===== src/rtl/ffi_pkg.sv =====
package ffi_pkg;
  typedef enum logic [1:0] {
    FI_OFF    = 2'b00,
    FI_SINGLE = 2'b01,
    FI_PAIR   = 2'b10,
    FI_RSVD   = 2'b11
  } fi_kind_e;

  function automatic logic fi_kind_live(input logic [1:0] k);
    return (k == FI_SINGLE) || (k == FI_PAIR);
  endfunction
endpackage


===== src/rtl/fi_host_stage.sv =====
module fi_host_stage #(
  parameter int CFG_W = 21
) (
  input  logic             clk,
  input  logic             rst_n,
  input  logic             shift_en,
  input  logic             shift_bit,
  output logic [CFG_W-1:0] staged
);
  always_ff @(posedge clk) begin
    if (!rst_n)        staged <= '0;
    else if (shift_en) staged <= {staged[CFG_W-2:0], shift_bit};
  end
endmodule


===== src/rtl/fi_frame_track.sv =====
module fi_frame_track #(
  parameter int LOC_W = 11
) (
  input  logic             clk,
  input  logic             rst_n,
  input  logic             in_valid,
  input  logic             in_sof,
  input  logic             in_wrap,
  output logic [LOC_W-1:0] byte_idx,
  output logic             first_now,
  output logic             load_stb
);
  logic             pend_q;
  logic             first_q;
  logic [LOC_W-1:0] cnt_q;
  logic             sof_v;

  assign sof_v     = in_valid & in_sof;
  assign load_stb  = sof_v & (pend_q | in_wrap);
  assign first_now = sof_v ? load_stb : first_q;
  assign byte_idx  = sof_v ? '0 : cnt_q;

  always_ff @(posedge clk) begin
    if (!rst_n) begin
      pend_q  <= 1'b1;
      first_q <= 1'b0;
      cnt_q   <= '0;
    end else begin
      pend_q <= sof_v ? 1'b0 : (pend_q | in_wrap);
      if (sof_v) first_q <= load_stb;
      if (in_valid) begin
        if (sof_v)            cnt_q <= LOC_W'(1);
        else if (cnt_q != '1) cnt_q <= cnt_q + LOC_W'(1);
      end
    end
  end
endmodule


===== src/rtl/fi_corrupt.sv =====
module fi_corrupt
  import ffi_pkg::*;
#(
  parameter int DATA_W = 8,
  parameter int LOC_W  = 11,
  localparam int CFG_W = 2 + LOC_W + DATA_W
) (
  input  logic              clk,
  input  logic              rst_n,
  input  logic [CFG_W-1:0]  staged,
  input  logic              load_stb,
  input  logic              first_now,
  input  logic [LOC_W-1:0]  byte_idx,
  input  logic              in_valid,
  input  logic              in_sof,
  input  logic              in_eof,
  input  logic [DATA_W-1:0] in_data,
  output logic              out_valid,
  output logic              out_sof,
  output logic              out_eof,
  output logic [DATA_W-1:0] out_data,
  output logic [CFG_W-1:0]  active_cfg,
  output logic [1:0]        eff_kind,
  output logic [LOC_W-1:0]  eff_loc,
  output logic [DATA_W-1:0] eff_val
);
  logic [CFG_W-1:0]  active_q;
  logic [CFG_W-1:0]  eff_cfg;
  logic [DATA_W-1:0] mask;

  function automatic logic [DATA_W-1:0] flip_mask(
    input logic [1:0]        kind,
    input logic [LOC_W-1:0]  loc,
    input logic [DATA_W-1:0] val,
    input logic [LOC_W-1:0]  idx
  );
    logic [DATA_W-1:0] m;
    logic              lone_low;
    m        = '0;
    lone_low = (val == DATA_W'(1));
    if (fi_kind_live(kind) && idx == loc) m = val;
    if (kind == FI_PAIR && lone_low && loc != '0 && idx == loc - LOC_W'(1))
      m = {1'b1, {(DATA_W-1){1'b0}}};
    return m;
  endfunction

  assign eff_cfg    = load_stb ? staged : active_q;
  assign eff_kind   = eff_cfg[CFG_W-1 -: 2];
  assign eff_loc    = eff_cfg[DATA_W +: LOC_W];
  assign eff_val    = eff_cfg[DATA_W-1:0];
  assign active_cfg = active_q;
  assign mask       = first_now ? flip_mask(eff_kind, eff_loc, eff_val, byte_idx) : '0;

  always_ff @(posedge clk) begin
    if (!rst_n) begin
      active_q  <= '0;
      out_valid <= 1'b0;
      out_sof   <= 1'b0;
      out_eof   <= 1'b0;
      out_data  <= '0;
    end else begin
      if (load_stb) active_q <= staged;
      out_valid <= in_valid;
      out_sof   <= in_valid & in_sof;
      out_eof   <= in_valid & in_eof;
      out_data  <= in_valid ? (in_data ^ mask) : '0;
    end
  end
endmodule


===== src/rtl/frame_fault_injector.sv =====
module frame_fault_injector #(
  parameter int DATA_W = 8,
  parameter int LOC_W  = 11
) (
  input  logic              clk,
  input  logic              rst_n,
  input  logic              host_shift_en,
  input  logic              host_shift_bit,
  input  logic              in_valid,
  input  logic              in_sof,
  input  logic              in_eof,
  input  logic              in_wrap,
  input  logic [DATA_W-1:0] in_data,
  output logic              out_valid,
  output logic              out_sof,
  output logic              out_eof,
  output logic [DATA_W-1:0] out_data
);
  localparam int CFG_W = 2 + LOC_W + DATA_W;

  logic [CFG_W-1:0]  staged;
  logic [CFG_W-1:0]  active_cfg;
  logic [LOC_W-1:0]  byte_idx;
  logic              first_now;
  logic              load_stb;
  logic [1:0]        eff_kind;
  logic [LOC_W-1:0]  eff_loc;
  logic [DATA_W-1:0] eff_val;

  fi_host_stage #(.CFG_W(CFG_W)) u_stage (
    .clk(clk), .rst_n(rst_n), .shift_en(host_shift_en),
    .shift_bit(host_shift_bit), .staged(staged)
  );

  fi_frame_track #(.LOC_W(LOC_W)) u_track (
    .clk(clk), .rst_n(rst_n), .in_valid(in_valid), .in_sof(in_sof),
    .in_wrap(in_wrap), .byte_idx(byte_idx), .first_now(first_now),
    .load_stb(load_stb)
  );

  fi_corrupt #(.DATA_W(DATA_W), .LOC_W(LOC_W)) u_corrupt (
    .clk(clk), .rst_n(rst_n), .staged(staged), .load_stb(load_stb),
    .first_now(first_now), .byte_idx(byte_idx), .in_valid(in_valid),
    .in_sof(in_sof), .in_eof(in_eof), .in_data(in_data),
    .out_valid(out_valid), .out_sof(out_sof), .out_eof(out_eof),
    .out_data(out_data), .active_cfg(active_cfg), .eff_kind(eff_kind),
    .eff_loc(eff_loc), .eff_val(eff_val)
  );
endmodule


===== config.mk =====
export PLATFORM = sky130hd
export DESIGN_NAME = frame_fault_injector
export DESIGN_NICKNAME = d
export VERILOG_FILES = /design/src/rtl/ffi_pkg.sv /design/src/rtl/fi_host_stage.sv /design/src/rtl/fi_frame_track.sv /design/src/rtl/fi_corrupt.sv /design/src/rtl/frame_fault_injector.sv
export SDC_FILE = /design/constraint.sdc
export NUM_CORES = 1
export LEC_CHECK = 0
export CAP_MARGIN = 30
export CORE_MARGIN = 2
export CORE_UTILIZATION = 47
export CTS_BUF_LIST = sky130_fd_sc_hd__clkbuf_4 sky130_fd_sc_hd__clkbuf_8
export CTS_CLUSTER_SIZE = 16
export DETAILED_ROUTE_END_ITERATION = 8
export DONT_BUFFER_PORTS = 1
export PLACE_DENSITY_LB_ADDON = 0.25
export SLEW_MARGIN = 25
export SYNTH_ARGS = -nofsm -noshare
export SYNTH_HDL_FRONTEND = slang
export SYNTH_HIERARCHICAL = 1
export SYNTH_SLANG_ARGS = --single-unit
export TNS_END_PERCENT = 1

===== constraint.sdc =====
create_clock -name clk -period 3.3 [get_ports clk]
set_input_delay 0.165 -clock clk [delete_from_list [all_inputs] [get_ports clk]]
set_output_delay 0.165 -clock clk [all_outputs]
set_load 0.1 [all_outputs]

==> impl_metrics.xml, run 1 <==
<?xml version="1.0" encoding="UTF-8"?>
<metrics>
  <group name="clock_tree">
    <metric name="cts_made_buffers" unit="">9</metric>
    <metric name="cts.path.max_buffers" unit="">2</metric>
    <metric name="clock-root-buffer" unit="">sky130_fd_sc_hd__clkbuf_8</metric>
    <metric name="insertion_delay" unit="ns">0.34</metric>
    <metric name="clkSlewWorstSetupHoldPaths" unit="ns">0.07</metric>
    <metric name="clock_tree.htree_level_count" unit="">3</metric>
    <metric name="tritoncts_num_sinks" unit="">66</metric>
    <metric name="tritoncts" unit="">yes</metric>
  </group>
  <group name="sta">
    <metric name="finalMaxSlewViolations" unit="">0</metric>
    <metric name="transition_time_at_the_pin_with_the_least_slew_margin" unit="ns">0.9556</metric>
    <metric name="setup_tns" unit="ns">0</metric>
    <metric name="timing.final.setup_violations" unit="">0</metric>
    <metric name="final_worst_slack" unit="ns">0.3798</metric>
    <metric name="final_min_period_over_clock_period" unit="%">88.49</metric>
    <metric name="grt_setup_unrepaired" unit="">false</metric>
    <metric name="fin_worst_skew" unit="ns">0.008263</metric>
    <metric name="period_minus_slack" unit="ns">2.920</metric>
    <metric name="slew_hr" unit="%">36.20</metric>
    <metric name="timing.final.hold_violations" unit="">0</metric>
    <metric name="max_clk_rate" unit="MHz">342.4</metric>
  </group>
  <group name="placement">
    <metric name="io_buffers" unit="">0</metric>
    <metric name="dp.final_hpwl" unit="um">4871</metric>
    <metric name="pre_cts_ws" unit="ns">0.4154</metric>
    <metric name="place_area" unit="sq um">3490</metric>
    <metric name="gp_congestion" unit="">0.8468</metric>
  </group>
  <group name="global_routing">
    <metric name="largest_net_degree_at_the_start_of_global_routing" unit="">57</metric>
    <metric name="globalRouteTotalUtil" unit="%">18.88</metric>
    <metric name="grt_antenna_before_repair" unit="">0</metric>
    <metric name="grt_overflow" unit="">0</metric>
    <metric name="first_global_vias" unit="">2486</metric>
    <metric name="first_pass_grt_wire_length" unit="um">12190</metric>
  </group>
  <group name="critical_path">
    <metric name="crit_path_max_fanout" unit="">8</metric>
    <metric name="worst-setup-path-type" unit="">flop to flop</metric>
    <metric name="ff2ff_path_depth" unit="">11</metric>
    <metric name="setup.worst_path.start" unit="">u_track/pend_q</metric>
    <metric name="cp_data_arrival_time" unit="ns">3.21</metric>
    <metric name="critical_path.reg2reg.startpoint" unit="">u_track/pend_q</metric>
    <metric name="setup.reg_to_reg.worst_slack" unit="ns">0.38</metric>
    <metric name="rr_endpoint" unit="">u_corrupt/out_data[7]</metric>
    <metric name="critPathCaptureType" unit="">flop</metric>
    <metric name="worst_ep_required_time" unit="ns">3.59</metric>
    <metric name="crit_path_start_kind" unit="">flop</metric>
  </group>
  <group name="detailed_routing">
    <metric name="met3WireLength" unit="um">272</metric>
    <metric name="postRouteAntennaNets" unit="">0</metric>
    <metric name="detailroute.via_count" unit="">2485</metric>
    <metric name="dr.first_iter.drc_count" unit="">129</metric>
    <metric name="met2_wirelength_from_detailed_routing" unit="um">3204</metric>
    <metric name="detail_route.first_pass.iterations" unit="">4</metric>
    <metric name="drt_drc_violations_left" unit="">0</metric>
    <metric name="route.detailed.vias_per_inst" unit="">5.356</metric>
    <metric name="detail_routed_net_length_per_standard_cell" unit="um">15.55</metric>
    <metric name="route.top_layer_used" unit="">met4</metric>
    <metric name="wirelength_met1" unit="um">3612</metric>
    <metric name="drt-total-wl" unit="um">7214</metric>
  </group>
  <group name="power">
    <metric name="vdd_ir_drop_max" unit="uV">258.0</metric>
    <metric name="power_density" unit="nW/um^2">457.0</metric>
    <metric name="power.leakage" unit="nW">1.474</metric>
  </group>
  <group name="final_layout">
    <metric name="mostFrequentLayoutCells" unit="">sky130_fd_sc_hd__dfxtp_1, sky130_fd_sc_hd__nor2b_1, sky130_fd_sc_hd__mux2i_1</metric>
    <metric name="antennaDiodeCount" unit="">0</metric>
    <metric name="ratio_of_cells_with_drive_above_1_in_the_final_layout" unit="%">13.42</metric>
    <metric name="final_cell_area" unit="sq um">3882</metric>
    <metric name="syn_to_final_growth" unit="%">11.70</metric>
    <metric name="mostFrequentLayoutCell" unit="">sky130_fd_sc_hd__dfxtp_1</metric>
    <metric name="finalNetCount" unit="">379</metric>
    <metric name="fillers" unit="">674</metric>
  </group>
  <group name="floorplanning">
    <metric name="floorplan.die.width" unit="um">90.00</metric>
    <metric name="die_height" unit="um">90.00</metric>
    <metric name="die_area" unit="sq um">8099</metric>
    <metric name="rows" unit="">31</metric>
    <metric name="core" unit="sq um">7214</metric>
    <metric name="floorplan.initialDensity" unit="%">48.18</metric>
    <metric name="design.portCount" unit="">27</metric>
  </group>
  <group name="outcome">
    <metric name="outcome" unit="">complete, no violations</metric>
  </group>
  <group name="min_path">
    <metric name="hold_path_depth" unit="">2</metric>
    <metric name="holdPathEnd" unit="">u_corrupt/out_data[6]</metric>
    <metric name="min-delay-start" unit="">in_data[6]</metric>
    <metric name="holdCritPathClass" unit="">input pin to flop</metric>
  </group>
  <group name="flow_run">
    <metric name="maxcap_viol_count" unit="">0</metric>
  </group>
  <group name="logic_synthesis">
    <metric name="summed_instance_area_of_the_synthesized_netlist" unit="sq um">3476</metric>
    <metric name="synthesis.instances" unit="">348</metric>
    <metric name="yosysWarnings" unit="">6</metric>
    <metric name="synthesis.area_per_instance" unit="sq um">9.988</metric>
    <metric name="synthesis.nets" unit="">367</metric>
  </group>
</metrics>
[registers in the layout, indices dropped and copies added, names as in the netlist]
register,count
u_stage/staged,21
u_corrupt/out_sof,1
u_corrupt/out_data,8
u_corrupt/out_valid,1
u_track/first_q,1
u_corrupt/active_cfg,21
u_track/pend_q,1
u_corrupt/out_eof,1
u_track/cnt_q,11
[what timing repair did]
item / in CTS / in global routing
gates resized for setup: 0 / 0
hold buffers: 14 / 0
hold endpoints to repair: 63 / 0
buffers inserted: 0 / 0
[through the flow]
step | util (%) | hold WS, ns | total power, W | std cells
global placement | 48.37 | 0.2611 | 0.0009670 | 434
CTS | 53.82 | 0.004541 | 0.001794 | 464
finish | 53.82 | 0.01695 | 0.001774 | 464
floorplan | - | 0.2932 | 0.0009759 | 348
detailed placement | 48.37 | 0.2653 | 0.0009683 | 434
global route | 53.82 | 0.02413 | 0.001839 | 464
[critical path: stages, from the launching register on]
cell and delay, ns:
sky130_fd_sc_hd__dfxtp_1 0.31, sky130_fd_sc_hd__nor2_1 0.07, sky130_fd_sc_hd__nor2_4 0.29, sky130_fd_sc_hd__mux2i_1 0.40, sky130_fd_sc_hd__ha_1 0.30, sky130_fd_sc_hd__xor2_1 0.15
sky130_fd_sc_hd__and3_1 0.16, sky130_fd_sc_hd__nor4bb_1 0.26, sky130_fd_sc_hd__nand4_1 0.17, sky130_fd_sc_hd__a2111oi_2 0.33, sky130_fd_sc_hd__mux2_1 0.36, sky130_fd_sc_hd__nand2_1 0.06
[final cells by class]
cell class	count	area, sq um	share of cell area [%]
repair buffers	17	182.7	4.705
well taps	99	123.9	3.190
multi-input cells	256	1984	51.11
flip-flops and latches	66	1321	34.03
inverters	10	37.54	0.9668
clock inverters	4	73.82	1.901
clock buffers	12	158.9	4.093
[report_power, final]
group	leakage [nW]	switching (W)	internal, W	total (W)
Clock	0.120	0.000317	0.000476	0.000793
Combinational	0.819	0.0000645	0.0000596	0.000124
Sequential	0.535	0.0000502	0.000807	0.000857
Total	1.47	0.000432	0.00134	0.00177
[worst max path at each step]
stage | to | slack [ns] | cells after the start
global placement | u_corrupt/out_data[7] | 0.41 | 11
CTS | u_corrupt/out_data[7] | 0.38 | 11
floorplan | u_corrupt/out_data[6] | 0.20 | 13
detailed placement | u_corrupt/out_data[7] | 0.42 | 11
finish | u_corrupt/out_data[7] | 0.38 | 11
global route | u_corrupt/out_data[7] | 0.16 | 11
[routing by layer]
| layer | vias up | GRT usage [%] |
|---|---|---|
| met5 | - | 0 |
| met4 | 0 | 9.872 |
| met3 | 12 | 4.443 |
| met2 | 37 | 28.47 |
| met1 | 1166 | 25.25 |
| li1 | 1270 | - |
Note: power is estimated with default switching activity, not from simulation.
==> inputs of run 2 (changes only) <==
CELL_PAD_IN_SITES_DETAIL_PLACEMENT = 2   (was not set)
CELL_PAD_IN_SITES_GLOBAL_PLACEMENT = 2   (was not set)
CORE_UTILIZATION = 38   (was 47)
CTS_CLUSTER_DIAMETER = 30   (was not set)
==> impl_metrics.xml, run 2 (synthesis gave the netlist of run 1 again) <==
<?xml version="1.0" encoding="UTF-8"?>
<metrics>
  <group name="outcome">
    <metric name="outcome" unit="">complete, no violations</metric>
  </group>
  <group name="critical_path">
    <metric name="critical_path.reg2reg.startpoint" unit="">u_track/pend_q</metric>
    <metric name="worst_ep_required_time" unit="ns">3.59</metric>
    <metric name="setup.worst_path.start" unit="">u_track/pend_q</metric>
    <metric name="cp_data_arrival_time" unit="ns">3.25</metric>
    <metric name="critPathCaptureType" unit="">flop</metric>
    <metric name="worst-setup-path-type" unit="">flop to flop</metric>
    <metric name="crit_path_max_fanout" unit="">14</metric>
    <metric name="crit_path_start_kind" unit="">flop</metric>
  </group>
  <group name="power">
    <metric name="p_clk_share" unit="%">39.1</metric>
    <metric name="share_comb_of_total_power" unit="%">7.9</metric>
    <metric name="fin_total_pwr" unit="W">0.001618</metric>
    <metric name="switching_part_of_the_total" unit="%">28.41</metric>
    <metric name="vdd_ir_drop_max" unit="uV">258.9</metric>
    <metric name="power.leakage" unit="nW">1.433</metric>
    <metric name="p_switching" unit="W">0.0004598</metric>
    <metric name="portion_of_total_power_attributed_to_sequential_cells" unit="%">53.0</metric>
    <metric name="power_density" unit="nW/um^2">422.5</metric>
    <metric name="cell_internal_pwr" unit="W">0.001158</metric>
  </group>
  <group name="global_routing">
    <metric name="largest_net_degree_at_the_start_of_global_routing" unit="">57</metric>
    <metric name="grt_antenna_before_repair" unit="">1</metric>
    <metric name="globalRouteTotalUtil" unit="%">19.37</metric>
    <metric name="first_global_vias" unit="">2856</metric>
    <metric name="grt_overflow" unit="">0</metric>
    <metric name="first_pass_grt_wire_length" unit="um">14860</metric>
  </group>
  <group name="sta">
    <metric name="slew_hr" unit="%">35.50</metric>
    <metric name="timing.final.hold_violations" unit="">0</metric>
    <metric name="setup_tns" unit="ns">0</metric>
    <metric name="period_minus_slack" unit="ns">2.952</metric>
    <metric name="timing.final.setup_violations" unit="">0</metric>
    <metric name="final_min_period_over_clock_period" unit="%">89.44</metric>
    <metric name="max_clk_rate" unit="MHz">338.8</metric>
    <metric name="fin_worst_skew" unit="ns">0.008944</metric>
    <metric name="finalMaxSlewViolations" unit="">0</metric>
    <metric name="transition_time_at_the_pin_with_the_least_slew_margin" unit="ns">0.9662</metric>
    <metric name="grt_setup_unrepaired" unit="">false</metric>
  </group>
  <group name="final_layout">
    <metric name="multi_input_comb_area" unit="sq um">1984</metric>
    <metric name="ratio_of_cells_with_drive_above_1_in_the_final_layout" unit="%">13.15</metric>
    <metric name="mostFrequentLayoutCell" unit="">sky130_fd_sc_hd__dfxtp_1</metric>
    <metric name="finalNetCount" unit="">379</metric>
    <metric name="syn_to_final_growth" unit="%">10.19</metric>
    <metric name="cell_count_final_fillers_out" unit="">473</metric>
    <metric name="mostFrequentLayoutCells" unit="">sky130_fd_sc_hd__dfxtp_1, sky130_fd_sc_hd__nor2b_1, sky130_fd_sc_hd__mux2i_1</metric>
    <metric name="antennaDiodeCount" unit="">0</metric>
    <metric name="regArea" unit="sq um">1321</metric>
    <metric name="fillers" unit="">949</metric>
  </group>
  <group name="clock_tree">
    <metric name="post_cts_buffers" unit="">0</metric>
    <metric name="clkSlewWorstSetupHoldPaths" unit="ns">0.07</metric>
    <metric name="cts_made_buffers" unit="">9</metric>
    <metric name="cts.path.max_buffers" unit="">2</metric>
    <metric name="clock-root-buffer" unit="">sky130_fd_sc_hd__clkbuf_8</metric>
    <metric name="clock_tree.htree_level_count" unit="">3</metric>
    <metric name="tritoncts" unit="">yes</metric>
    <metric name="tritoncts_num_sinks" unit="">66</metric>
    <metric name="post_cts_resize_count" unit="">0</metric>
    <metric name="insertion_delay" unit="ns">0.35</metric>
  </group>
  <group name="floorplanning">
    <metric name="floorplan.initialDensity" unit="%">39.47</metric>
    <metric name="core" unit="sq um">8806</metric>
    <metric name="die_area" unit="sq um">9928</metric>
    <metric name="rows" unit="">34</metric>
    <metric name="design.portCount" unit="">27</metric>
    <metric name="floorplan.die.width" unit="um">99.64</metric>
    <metric name="die_height" unit="um">99.64</metric>
  </group>
  <group name="detailed_routing">
    <metric name="route.detailed.vias_per_inst" unit="">5.510</metric>
    <metric name="detailroute.via_count" unit="">2606</metric>
    <metric name="drt_drc_violations_left" unit="">0</metric>
    <metric name="dr.first_iter.drc_count" unit="">94</metric>
    <metric name="postRouteAntennaNets" unit="">0</metric>
    <metric name="detail_routed_net_length_per_standard_cell" unit="um">19.11</metric>
    <metric name="drt-total-wl" unit="um">9040</metric>
    <metric name="detail_route.first_pass.iterations" unit="">4</metric>
  </group>
  <group name="flow_run">
    <metric name="maxcap_viol_count" unit="">0</metric>
  </group>
  <group name="min_path">
    <metric name="min-delay-start" unit="">host_shift_en</metric>
    <metric name="holdCritPathClass" unit="">input pin to flop</metric>
  </group>
  <group name="placement">
    <metric name="placed_cells" unit="">443</metric>
    <metric name="gp_congestion" unit="">0.9336</metric>
    <metric name="io_buffers" unit="">0</metric>
    <metric name="dp.final_hpwl" unit="um">6183</metric>
  </group>
</metrics>
run 2: stage by stage:
| stage | hold slack [ns] | cell area, sq um | utilization (%) | setup WS, ns |
|---|---|---|---|---|
| 2_1_floorplan | 0.2932 | 3476 | - | 0.1983 |
| 3_3_place_gp | 0.2636 | 3501 | 39.76 | 0.4223 |
| 3_5_place_dp | 0.2646 | 3501 | 39.76 | 0.4114 |
| 4_1_cts | 0.007798 | 3830 | 43.49 | 0.3921 |
| 5_1_grt | 0.01615 | 3830 | 43.49 | 0.1501 |
| 6_report | 0.02040 | 3830 | 43.49 | 0.3485 |
run 2: layout make-up:
class / instances / area share [%]
clock inverters: 6 / 1.078
repair buffers: 17 / 4.508
multi-input cells: 256 / 51.81
clock buffers: 10 / 3.594
inverters: 10 / 0.9801
well taps: 108 / 3.528
flip-flops and latches: 66 / 34.50
run 2: path summary, 6_finish.rpt:
check	end	slack, ns	cells after the start
setup / recovery	u_corrupt/out_data[7]	0.35	10
hold / removal	u_stage/staged[7]	0.02	2
setup reg to reg	u_corrupt/out_data[7]	0.35	10
hold reg to reg	u_stage/staged[20]	0.53	2
run 2: critical path, cell delays in order, from the launching register on:
cell and delay, ns:
sky130_fd_sc_hd__dfxtp_1 0.32, sky130_fd_sc_hd__nor2_1 0.07, sky130_fd_sc_hd__nor2_4 0.28, sky130_fd_sc_hd__buf_4 0.33
sky130_fd_sc_hd__nor3b_1 0.44, sky130_fd_sc_hd__o22ai_1 0.29, sky130_fd_sc_hd__o31ai_1 0.35, sky130_fd_sc_hd__nand4_1 0.15
sky130_fd_sc_hd__a2111oi_2 0.26, sky130_fd_sc_hd__mux2_1 0.36, sky130_fd_sc_hd__nand2_1 0.06
run 2: per-layer routing:
layer | share of wire, % | track usage [%]
met1 | 48 | 25.57
met2 | 47 | 31.55
met4 | 1.3 | 5.374
met3 | 3.9 | 4.849
met5 | 0.18 | 0
run 2: timing repair:
action                                 4_1_cts  5_1_grt
setup endpoints to repair                    0        0
endpoints found under the hold margin       63        0
hold buffers                                14        0
run 2: power groups by stage:
stage	logic (W)	registers [W]	clock network (W)
2_1_floorplan	0.000103	0.000873	0
3_3_place_gp	0.0000944	0.000876	0
3_5_place_dp	0.0000979	0.000876	0
4_1_cts	0.000128	0.000858	0.000659
5_1_grt	0.000138	0.000859	0.000691
6_report	0.000128	0.000858	0.000633
==> inputs of run 3 (changes only) <==
CORE_MARGIN = not set   (was 2)
HOLD_SLACK_MARGIN = 0.03   (was not set)
==> impl_metrics.xml, run 3 (synthesis gave the netlist of run 1 again) <==
<?xml version="1.0" encoding="UTF-8"?>
<metrics>
  <group name="global_routing">
    <metric name="grt_overflow" unit="">0</metric>
    <metric name="globalRouteTotalUtil" unit="%">21.13</metric>
    <metric name="grt_antenna_before_repair" unit="">0</metric>
    <metric name="largest_net_degree_at_the_start_of_global_routing" unit="">57</metric>
    <metric name="first_global_vias" unit="">2943</metric>
    <metric name="first_pass_grt_wire_length" unit="um">15650</metric>
  </group>
  <group name="sta">
    <metric name="timing.final.setup_violations" unit="">0</metric>
    <metric name="period_minus_slack" unit="ns">3.019</metric>
    <metric name="setup_tns" unit="ns">0</metric>
    <metric name="transition_time_at_the_pin_with_the_least_slew_margin" unit="ns">0.9583</metric>
    <metric name="final_min_period_over_clock_period" unit="%">91.47</metric>
    <metric name="timing.final.hold_violations" unit="">0</metric>
    <metric name="max_clk_rate" unit="MHz">331.3</metric>
    <metric name="slew_hr" unit="%">36.02</metric>
    <metric name="grt_setup_unrepaired" unit="">false</metric>
    <metric name="fin_worst_skew" unit="ns">0.01040</metric>
    <metric name="finalMaxSlewViolations" unit="">0</metric>
  </group>
  <group name="clock_tree">
    <metric name="tritoncts" unit="">yes</metric>
    <metric name="post_cts_resize_count" unit="">0</metric>
    <metric name="cts_made_buffers" unit="">9</metric>
    <metric name="clock_tree.htree_level_count" unit="">3</metric>
    <metric name="cts.path.max_buffers" unit="">2</metric>
    <metric name="clkSlewWorstSetupHoldPaths" unit="ns">0.07</metric>
    <metric name="clock-root-buffer" unit="">sky130_fd_sc_hd__clkbuf_8</metric>
    <metric name="insertion_delay" unit="ns">0.34</metric>
    <metric name="tritoncts_num_sinks" unit="">66</metric>
  </group>
  <group name="final_layout">
    <metric name="mostFrequentLayoutCells" unit="">sky130_fd_sc_hd__dfxtp_1, sky130_fd_sc_hd__nor2b_1, sky130_fd_sc_hd__mux2i_1</metric>
    <metric name="finalNetCount" unit="">380</metric>
    <metric name="cell_count_final_fillers_out" unit="">472</metric>
    <metric name="syn_to_final_growth" unit="%">11.66</metric>
    <metric name="ratio_of_cells_with_drive_above_1_in_the_final_layout" unit="%">12.91</metric>
    <metric name="mostFrequentLayoutCell" unit="">sky130_fd_sc_hd__dfxtp_1</metric>
    <metric name="antennaDiodeCount" unit="">0</metric>
    <metric name="regArea" unit="sq um">1321</metric>
    <metric name="final_core_utilization" unit="%">44.07</metric>
    <metric name="final_cell_area" unit="sq um">3881</metric>
    <metric name="multi_input_comb_area" unit="sq um">1984</metric>
    <metric name="fillers" unit="">919</metric>
  </group>
  <group name="floorplanning">
    <metric name="floorplan.die.width" unit="um">97.64</metric>
    <metric name="floorplan.initialDensity" unit="%">39.47</metric>
    <metric name="die_area" unit="sq um">9534</metric>
    <metric name="design.portCount" unit="">27</metric>
    <metric name="core" unit="sq um">8806</metric>
    <metric name="die_height" unit="um">97.64</metric>
    <metric name="rows" unit="">34</metric>
  </group>
  <group name="critical_path">
    <metric name="crit_path_max_fanout" unit="">17</metric>
    <metric name="worst-setup-path-type" unit="">flop to flop</metric>
    <metric name="cp_data_arrival_time" unit="ns">3.28</metric>
    <metric name="critPathCaptureType" unit="">flop</metric>
    <metric name="crit_path_start_kind" unit="">flop</metric>
    <metric name="worst_ep_required_time" unit="ns">3.56</metric>
  </group>
  <group name="detailed_routing">
    <metric name="detailroute.via_count" unit="">2620</metric>
    <metric name="drt_drc_violations_left" unit="">0</metric>
    <metric name="detail_routed_net_length_per_standard_cell" unit="um">19.66</metric>
    <metric name="dr.first_iter.drc_count" unit="">55</metric>
    <metric name="detail_route.first_pass.iterations" unit="">4</metric>
    <metric name="postRouteAntennaNets" unit="">0</metric>
    <metric name="drt-total-wl" unit="um">9280</metric>
    <metric name="route.detailed.vias_per_inst" unit="">5.551</metric>
  </group>
  <group name="placement">
    <metric name="io_buffers" unit="">0</metric>
    <metric name="place_area" unit="sq um">3501</metric>
    <metric name="placed_cells" unit="">443</metric>
    <metric name="dp.final_hpwl" unit="um">6260</metric>
    <metric name="gp_congestion" unit="">0.7851</metric>
  </group>
  <group name="min_path">
    <metric name="holdCritPathClass" unit="">input pin to flop</metric>
  </group>
  <group name="outcome">
    <metric name="outcome" unit="">complete, no violations</metric>
  </group>
  <group name="power">
    <metric name="power.leakage" unit="nW">1.465</metric>
    <metric name="vdd_ir_drop_max" unit="uV">170.1</metric>
    <metric name="power_density" unit="nW/um^2">456.8</metric>
  </group>
  <group name="flow_run">
    <metric name="maxcap_viol_count" unit="">0</metric>
  </group>
</metrics>
[run 3: cell count changes in the layout (fill, tap and decap cells not counted)]
| cell | previous run | this run |
|---|---|---|
| sky130_fd_sc_hd__bufinv_16 | 0 | 2 |
| sky130_fd_sc_hd__clkinvlp_4 | 3 | 0 |
| sky130_fd_sc_hd__clkbuf_8 | 10 | 12 |
| sky130_fd_sc_hd__clkinv_2 | 2 | 0 |
| sky130_fd_sc_hd__inv_6 | 1 | 0 |
| sky130_fd_sc_hd__buf_2 | 0 | 1 |
[run 3: layout make-up]
type / count / area share, %
multi-input combinational: 256 / 51.13
sequential: 66 / 34.04
clock inverter: 2 / 1.547
tap: 108 / 3.482
inverter: 10 / 0.9671
clock buffer: 12 / 4.255
timing repair buffer: 18 / 4.578
[run 3: power by group]
| part | leakage, nW | switching, W | total (W) | internal [W] |
|---|---|---|---|---|
| clock | 0.115 | 0.000306 | 0.000786 | 0.000480 |
| combinational | 0.816 | 0.0000701 | 0.000129 | 0.0000589 |
| sequential | 0.535 | 0.0000512 | 0.000859 | 0.000807 |
[run 3: metal layers]
metal  GRT usage (%)  vias to the layer above  routed length (um)
met5               0                        -                   0
met4           5.594                        0                 125
met3           5.036                       12                 231
met2           36.28                       28                4654
met1           26.41                     1315                4269
li1                -                     1265                   -
[run 3: worst paths after layout]
path / start / end / slack [ns] / cells after the start
setup reg to reg: u_track/pend_q / u_corrupt/out_data[2] / 0.28 / 9
setup / recovery: u_track/pend_q / u_corrupt/out_data[2] / 0.28 / 9
hold reg to reg: u_stage/staged[20] / u_stage/staged[20] / 0.55 / 2
hold / removal: host_shift_en / u_stage/staged[16] / 0.04 / 2
[run 3: stage by stage]
stage	setup slack, ns	power [W]	hold slack, ns
after floorplan	0.1983	0.0009759	0.2932
after global placement	0.4342	0.0009701	0.2638
after detailed placement	0.3275	0.0009730	0.2557
after CTS	0.2983	0.001793	0.03481
after global routing	0.04331	0.001833	0.05535
final	0.2814	0.001773	0.03997
[run 3: worst max-delay path, cell delays in order, from the launching register on]
cell,delay [ns]
sky130_fd_sc_hd__dfxtp_1,0.32
sky130_fd_sc_hd__nor2_1,0.07
sky130_fd_sc_hd__nor2_4,0.27
sky130_fd_sc_hd__buf_4,0.32
sky130_fd_sc_hd__mux2i_2,0.45
sky130_fd_sc_hd__xnor2_1,0.15
sky130_fd_sc_hd__nor4_2,0.38
sky130_fd_sc_hd__nand4_2,0.36
sky130_fd_sc_hd__or3_1,0.43
sky130_fd_sc_hd__a21oi_1,0.17
[run 3: timing repair]
item,4_1_cts,5_1_grt
endpoints found under the hold margin,63,0
setup endpoints to repair,0,0
setup buffers,0,0
hold buffers,15,0
